<file path="src/rtl/cos_pkg.sv">
package cos_pkg;
  localparam int unsigned LANE_W_DEF    = 8;
  localparam int unsigned NUM_LANES_DEF = 4;

  typedef enum logic [0:0] {
    RD_LANE = 1'b0,
    RD_WORD = 1'b1
  } rd_mode_e;
endpackage

</file>
<file path="src/rtl/cos_edge_bank.sv">
module cos_edge_bank #(
  parameter int unsigned W = 8
) (
  input  logic         clk_i,
  input  logic         rst_ni,
  input  logic         primed_i,
  input  logic [W-1:0] line_i,
  input  logic         arm_rise_i,
  input  logic         arm_fall_i,
  input  logic [W-1:0] clr_i,
  output logic [W-1:0] status_o
);
  logic [W-1:0] prev_q;
  logic [W-1:0] status_q;
  logic [W-1:0] rise, fall, hit;

  always_comb begin
    rise = line_i & ~prev_q;
    fall = ~line_i & prev_q;
    hit  = primed_i ? ((rise & {W{arm_rise_i}}) | (fall & {W{arm_fall_i}})) : '0;
  end

  always_ff @(posedge clk_i or negedge rst_ni) begin
    if (!rst_ni) begin
      prev_q   <= '0;
      status_q <= '0;
    end else begin
      prev_q   <= line_i;
      // set wins over clear
      status_q <= (status_q & ~clr_i) | hit;
    end
  end

  assign status_o = status_q;

  AST_EDGE_SETS: assert property (@(posedge clk_i) disable iff (!rst_ni)
    (hit != '0) |=> ((status_q & $past(hit)) == $past(hit)));
  AST_SET_BEATS_CLR: assert property (@(posedge clk_i) disable iff (!rst_ni)
    ((hit & clr_i) != '0) |=> ((status_q & $past(hit & clr_i)) == $past(hit & clr_i)));
  AST_STICKY: assert property (@(posedge clk_i) disable iff (!rst_ni)
    1'b1 |=> ((status_q & $past(status_q & ~clr_i)) == $past(status_q & ~clr_i)));
  AST_NO_SPURIOUS: assert property (@(posedge clk_i) disable iff (!rst_ni)
    1'b1 |=> ((status_q & ~$past(status_q) & ~$past(hit)) == '0));
  AST_PRIME_QUIET: assert property (@(posedge clk_i) disable iff (!rst_ni)
    (!primed_i && status_q == '0) |=> (status_q == '0));
endmodule

</file>
<file path="src/rtl/cos_read_mux.sv">
module cos_read_mux #(
  parameter int unsigned W = 8,
  parameter int unsigned N = 4,
  localparam int unsigned LW = (N > 1) ? $clog2(N) : 1
) (
  input  logic [W*N-1:0] status_i,
  input  logic           rd_word_i,
  input  logic [LW-1:0]  rd_lane_i,
  output logic [W*N-1:0] rd_data_o
);
  import cos_pkg::*;
  logic [W-1:0] lane_sel;

  always_comb begin
    lane_sel = '0;
    for (int k = 0; k < N; k++) begin
      if (rd_lane_i == LW'(k)) lane_sel = status_i[k*W +: W];
    end
  end

  always_comb begin
    if (rd_mode_e'(rd_word_i) == RD_WORD) rd_data_o = status_i;
    else                                  rd_data_o = {{(W*(N-1)){1'b0}}, lane_sel};
  end
endmodule

</file>
<file path="src/rtl/cos_detector.sv">
module cos_detector #(
  parameter int unsigned LANE_W    = cos_pkg::LANE_W_DEF,
  parameter int unsigned NUM_LANES = cos_pkg::NUM_LANES_DEF,
  localparam int unsigned TOT_W = LANE_W * NUM_LANES,
  localparam int unsigned LW    = (NUM_LANES > 1) ? $clog2(NUM_LANES) : 1
) (
  input  logic                   clk_i,
  input  logic                   rst_ni,
  input  logic [TOT_W-1:0]       lines_i,
  input  logic [2*NUM_LANES-1:0] enable_i,
  input  logic                   wr_i,
  input  logic [NUM_LANES-1:0]   wr_be_i,
  input  logic [TOT_W-1:0]       wr_data_i,
  input  logic                   rd_word_i,
  input  logic [LW-1:0]          rd_lane_i,
  output logic [TOT_W-1:0]       rd_data_o,
  output logic                   irq_o
);
  logic             primed_q;
  logic [TOT_W-1:0] status;

  always_ff @(posedge clk_i or negedge rst_ni) begin
    if (!rst_ni) primed_q <= 1'b0;
    else         primed_q <= 1'b1;
  end

  for (genvar k = 0; k < NUM_LANES; k++) begin : g_bank
    logic [LANE_W-1:0] clr;
    assign clr = (wr_i && wr_be_i[k]) ? wr_data_i[k*LANE_W +: LANE_W] : '0;

    cos_edge_bank #(.W(LANE_W)) u_bank (
      .clk_i      (clk_i),
      .rst_ni     (rst_ni),
      .primed_i   (primed_q),
      .line_i     (lines_i[k*LANE_W +: LANE_W]),
      .arm_rise_i (enable_i[k]),
      .arm_fall_i (enable_i[k+NUM_LANES]),
      .clr_i      (clr),
      .status_o   (status[k*LANE_W +: LANE_W])
    );
  end

  cos_read_mux #(.W(LANE_W), .N(NUM_LANES)) u_rd (
    .status_i  (status),
    .rd_word_i (rd_word_i),
    .rd_lane_i (rd_lane_i),
    .rd_data_o (rd_data_o)
  );

  assign irq_o = |status;

  AST_IRQ_LOW_ON_ZERO: assert property (@(posedge clk_i) disable iff (!rst_ni)
    (rd_word_i && rd_data_o == '0) |-> !irq_o);
  AST_IRQ_HIGH_ON_FLAG: assert property (@(posedge clk_i) disable iff (!rst_ni)
    (rd_word_i && rd_data_o != '0) |-> irq_o);
  AST_RESET_CLEAN: assert property (@(posedge clk_i) disable iff (!rst_ni)
    !primed_q |-> !irq_o);
endmodule

</file>
<file path="config.mk">
export PLATFORM = sky130hd
export DESIGN_NAME = cos_detector
export DESIGN_NICKNAME = d
export VERILOG_FILES = /design/src/rtl/cos_pkg.sv /design/src/rtl/cos_edge_bank.sv /design/src/rtl/cos_read_mux.sv /design/src/rtl/cos_detector.sv
export SDC_FILE = /design/constraint.sdc
export NUM_CORES = 1
export LEC_CHECK = 0
export BUFFER_PORTS_ARGS = -buffer_cell sky130_fd_sc_hd__buf_4
export CAP_MARGIN = 5
export CORE_AREA = 2 2 98 100
export CTS_BUF_LIST = sky130_fd_sc_hd__clkbuf_2 sky130_fd_sc_hd__clkbuf_4 sky130_fd_sc_hd__clkbuf_8
export DETAILED_ROUTE_END_ITERATION = 8
export DIE_AREA = 0 0 100 102
export PLACE_DENSITY = 0.58
export SYNTH_ARGS = -nofsm -noshare
export SYNTH_HDL_FRONTEND = slang
export SYNTH_SLANG_ARGS = --single-unit
</file>
<file path="constraint.sdc">
create_clock -name clk_i -period 2.21 [get_ports clk_i]
set_input_delay 0.3315 -clock clk_i [delete_from_list [all_inputs] [get_ports clk_i]]
set_output_delay 0.3315 -clock clk_i [all_outputs]
set_load 0.005 [all_outputs]
</file>
# --- Word level (Yosys, flattened, before mapping) ---
# Index checks and enable logic that the tools add are counted.
op_classes:
  n_eq_ne: 3
  mux: 13
  bitwise_logic: 40
  n_reduce_logical: 6
op_table:
  columns: ["op", "count"]
  rows:
  - ["8-bit AND", 20]
  - ["8-bit 2-to-1 mux", 12]
  - ["8-bit inverter", 12]
  - ["8-bit bitwise OR", 8]
  - ["32-bit 2-to-1 mux", 1]
  - ["32-bit OR reduction", 1]
  - ["2-bit equality test (second input constant)", 2]
  - ["1-bit logical AND", 4]
  - ["2-bit by 1-bit equality test with 1-bit output (second input constant)", 1]
  - ["2-bit logical NOT", 1]
word_totals:
  regBits: 65
  in_bits: 82

# --- Longest topological paths before layout ---
logic_depth:
  depth_word: 6
  depth_mapped: 5
  ltp_nobuf: 3

# --- Cells and area by module ---
# A second synthesis with hierarchy kept.
unflattened:
  cells_unflattened: 321
  hier_area_um2: 3443.3
modules_own_cells:
  columns: ["module", "instances", "cells_each", "area_each_um2", "seq_area_each_um2"]
  rows:
  - ["cos_edge_bank", 4, 52, 654.4, 400.4]
  - ["cos_read_mux", 1, 65, 510.5, 0.0]
  - ["cos_detector", 1, 48, 315.3, 25.0]

# --- Least setup slack after synthesis ---
# OpenSTA, ideal clock, no wires.
synth_path:
  path_type: "reg-to-output"
  from: "reg g_bank[1].u_bank.status_q[2]"
  to: "out irq_o"
  t_arrival_ps: 1033
  setup_slack_ps: 846
  path_stages_with_launch: 4
  path_cell_list: "dfrtp_1 nor4_1 nand4_1 or2_2"
synth_between:
  elab_chain_cells: 1
synth_lines:
  columns: ["item", "line_no", "rtl"]
  rows:
  - ["start, declared", "cos_edge_bank.sv:14", "logic [W-1:0] status_q;"]
  - ["start signal, assigned", "cos_edge_bank.sv:30", "status_q <= (status_q & ~clr_i) | hit;"]
  - ["32-bit OR reduction", "cos_detector.sv:50", "assign irq_o = |status;"]
  - ["end, declared", "cos_detector.sv:17", "output logic irq_o"]
# Every way passes these cells.

# --- Final worst setup path ---
layout_path:
  from: "reg g_bank[1].u_bank.status_q[3]"
  to: "out irq_o"
# Same word-level chain as after synthesis.

==> flow_summary.ini <==
[outcome]
status = complete, no violations

[detailed_routing]
wirelength_met1_mm = 4.27
vias = 2736
wire_per_inst_um = 17.3
drt_pre_antenna_iters = 4
drtAntennaViolNets = 0
met2_length_mm = 4.38
vias_per_cell = 5.12
dr_wl_met3_um = 462
drcViolationCount = 0
top_layer = met4
routed_wl_mm = 9.23
drtIter0Drc = 163

[synthesis]
synth-seq-cells = 65
synth_cells = 313
synth_area_mm2 = 0.00314
synthesis.nets = 395
yosysTopAreaCellShare = 0.517
synth.avg_cell_area_um2 = 10.0
yosys_warnings = 0
synth_top_area_cell = dfrtp_1
seq_area_frac_synth = 0.517
synth.top_cells.by_area = dfrtp_1, a22o_1, nand2_1, nand3b_1, and2_1
yosysUniqueCellTypes = 21

[setup_path]
cp_data_required_time_ns = 1.88
cp_max_fo = 4
crit_type = reg -> out
cp.arrival_ns = 1.73
crit_path_start_kind = flip-flop
cp-end-kind = output port

[cts]
cts.clk_slew.worst_paths_ns = 0.07
cts_max_path_buffers = 2
h-tree-depth = 3
cts_resized = 0
root_buffer = clkbuf_8
worstSkewPairLatency_ns = 0.34
cts_setup_buffers = 0
cts_hold_buffers = 0
cts_tree = built
cts_sinks = 65
numCtsBuffers = 9

[floorplanning]
dieArea_mm2 = 0.0102
die_h_um = 102
rows = 35
ioPinCount = 115
die_w_um = 100
core_mm2 = 0.00911
start_util = 0.345

[cells_and_area]
antenna_cells = 0
final_core_util = 0.466
drive_above_1_share = 0.319
n_fill_cell = 908
final_area_mm2 = 0.00424
syn_to_final_growth_pct = 34.9
nNetsFinal = 500

[power_and_ir_drop]
p_per_area_mw_per_mm2 = 742
p_int_uw = 2300
ir_drop_v = 0.000303
clkPwrFrac = 0.325
p_sw_uw = 846
p_leak_uw = 0.00200
comb_power_share = 0.209
p_seq_frac = 0.466
swShare = 0.269

[grt]
grt_pass1_vias = 2757
grt.overflow.total = 0
antenna_found_initial = 0
grt_pass1_wl_mm = 14.6
grt_max_degree = 66
grt_usage = 0.187

[placed_design]
io_buffers = 114
dp_slack_ns = 0.526
postPlaceCellArea_mm2 = 0.00404
dp_hpwl_mm = 6.93
place_congestion = 0.775

[timing]
fin_crit_sh = 0.931
max_freq_mhz = 486
slew_violations = 0
setup_slack_ns = 0.153
max_slew_margin = 0.449
finalHoldViolCount = 0
timing.setup.tns_ns = 0
min_period_ns = 2.06
whs_ns = 0.0710
setup_violations = 0
rsz0062_at_grt = no
finalClockSkew_ns = 0.00303
tightest_slew_ns = 0.826

[hold_path]
hp-class = in -> async

[job]
cap_violations = 0
state kept, by name, indices dropped and copies added, names as in the netlist:
| register | flops |
|---|---|
| g_bank.u_bank.prev_q | 32 |
| g_bank.u_bank.status_o | 32 |
| primed_q | 1 |
worst max-delay path, cell delays in order, from the launching register on:
cell and delay [ns]:
dfrtp_1 0.42, nor4_1 0.35, nand4_1 0.14, or2_2 0.34
buf_4 0.14
metal layers:
| metal | global-route usage | up-vias |
|---|---|---|
| met5 | 0 | - |
| met4 | 0.0537 | 0 |
| met3 | 0.0499 | 10 |
| met2 | 0.288 | 85 |
| met1 | 0.262 | 1312 |
| li1 | - | 1329 |
final cells by class:
type                            instances  area, um^2  area share
Timing Repair Buffer                  115         863       0.204
Clock inverter                          3        40.0     0.00944
Multi-Input combinational cell        227        1410       0.333
Clock buffer                           13         160      0.0378
Sequential cell                        65        1630       0.384
Tap cell                              111         139      0.0328
cell usage after synthesis, drive strengths merged:
| cell | instances |
|---|---|
| a22o | 32 |
| a2bb2oi | 8 |
| and2 | 28 |
| buf | 7 |
| clkbuf | 14 |
| conb | 1 |
| dfrtp | 65 |
| mux2i | 8 |
| nand2 | 71 |
| nand2b | 1 |
| nand3b | 29 |
| nand4 | 2 |
| nor2 | 2 |
| nor4 | 8 |
| o21ai | 21 |
| o22a | 8 |
| o22ai | 7 |
| or2 | 1 |
cells in the final DEF, fill, tap and decap left out:
cell type / netlist / final
a2bb2oi_2: 1 / 1
mux2i_1: 8 / 8
dfrtp_1: 65 / 65
and2_1: 28 / 28
or2_2: 1 / 1
o21ai_0: 21 / 21
nand4_1: 2 / 2
nor4_1: 8 / 8
clkinv_2: 0 / 2
nor2_1: 1 / 1
bufinv_16: 0 / 1
o22ai_1: 7 / 7
clkbuf_4: 0 / 3
nand2_1: 71 / 71
conb_1: 1 / 1
a2bb2oi_1: 7 / 7
buf_4: 0 / 115
a22o_1: 32 / 32
nor2_2: 1 / 1
nand3b_1: 29 / 29
nand2b_4: 1 / 1
o22a_1: 8 / 8
clkbuf_8: 0 / 10
cells by family after synthesis:
logic type	synth area share
flops	0.517
other cells	0.00119
buf+inv	0.0338
mux	0.0255
simple gates	0.239
compound gates	0.183
through the flow:
step / total power, uW / cells
finish: 3150 / 534
global route: 3310 / 534
CTS: 3180 / 534
detailed placement: 2150 / 518
global placement: 2140 / 518
floorplan: 1770 / 313
power groups by stage:
stage,sequential [uW],combinational [uW],clock [uW]
floorplan,1430,336,0
global placement,1480,663,0
detailed placement,1490,665,0
CTS,1470,668,1050
global route,1490,723,1100
finish,1470,656,1020
worst paths after layout:
| kind | start | to | slack [ns] | cells past startpoint |
|---|---|---|---|---|
| setup / recovery | g_bank[1].u_bank.status_o[3]$_DFF_PN0_ | irq_o | 0.15 | 4 |
| hold / removal | rst_ni | g_bank[0].u_bank.prev_q[0]$_DFF_PN0_ | 0.07 | 1 |
| setup reg to reg | primed_q$_DFF_PN0_ | g_bank[1].u_bank.status_o[7]$_DFF_PN0_ | 0.90 | 2 |
| hold reg to reg | g_bank[0].u_bank.status_o[5]$_DFF_PN0_ | g_bank[0].u_bank.status_o[5]$_DFF_PN0_ | 0.53 | 1 |
| max in group asynchronous | rst_ni | g_bank[0].u_bank.status_o[0]$_DFF_PN0_ | 1.58 | 1 |
| min in group clk_i | lines_i[14] | g_bank[1].u_bank.prev_q[6]$_DFF_PN0_ | 0.11 | 1 |
No activity file was read; power rests on OpenSTA's default activity.
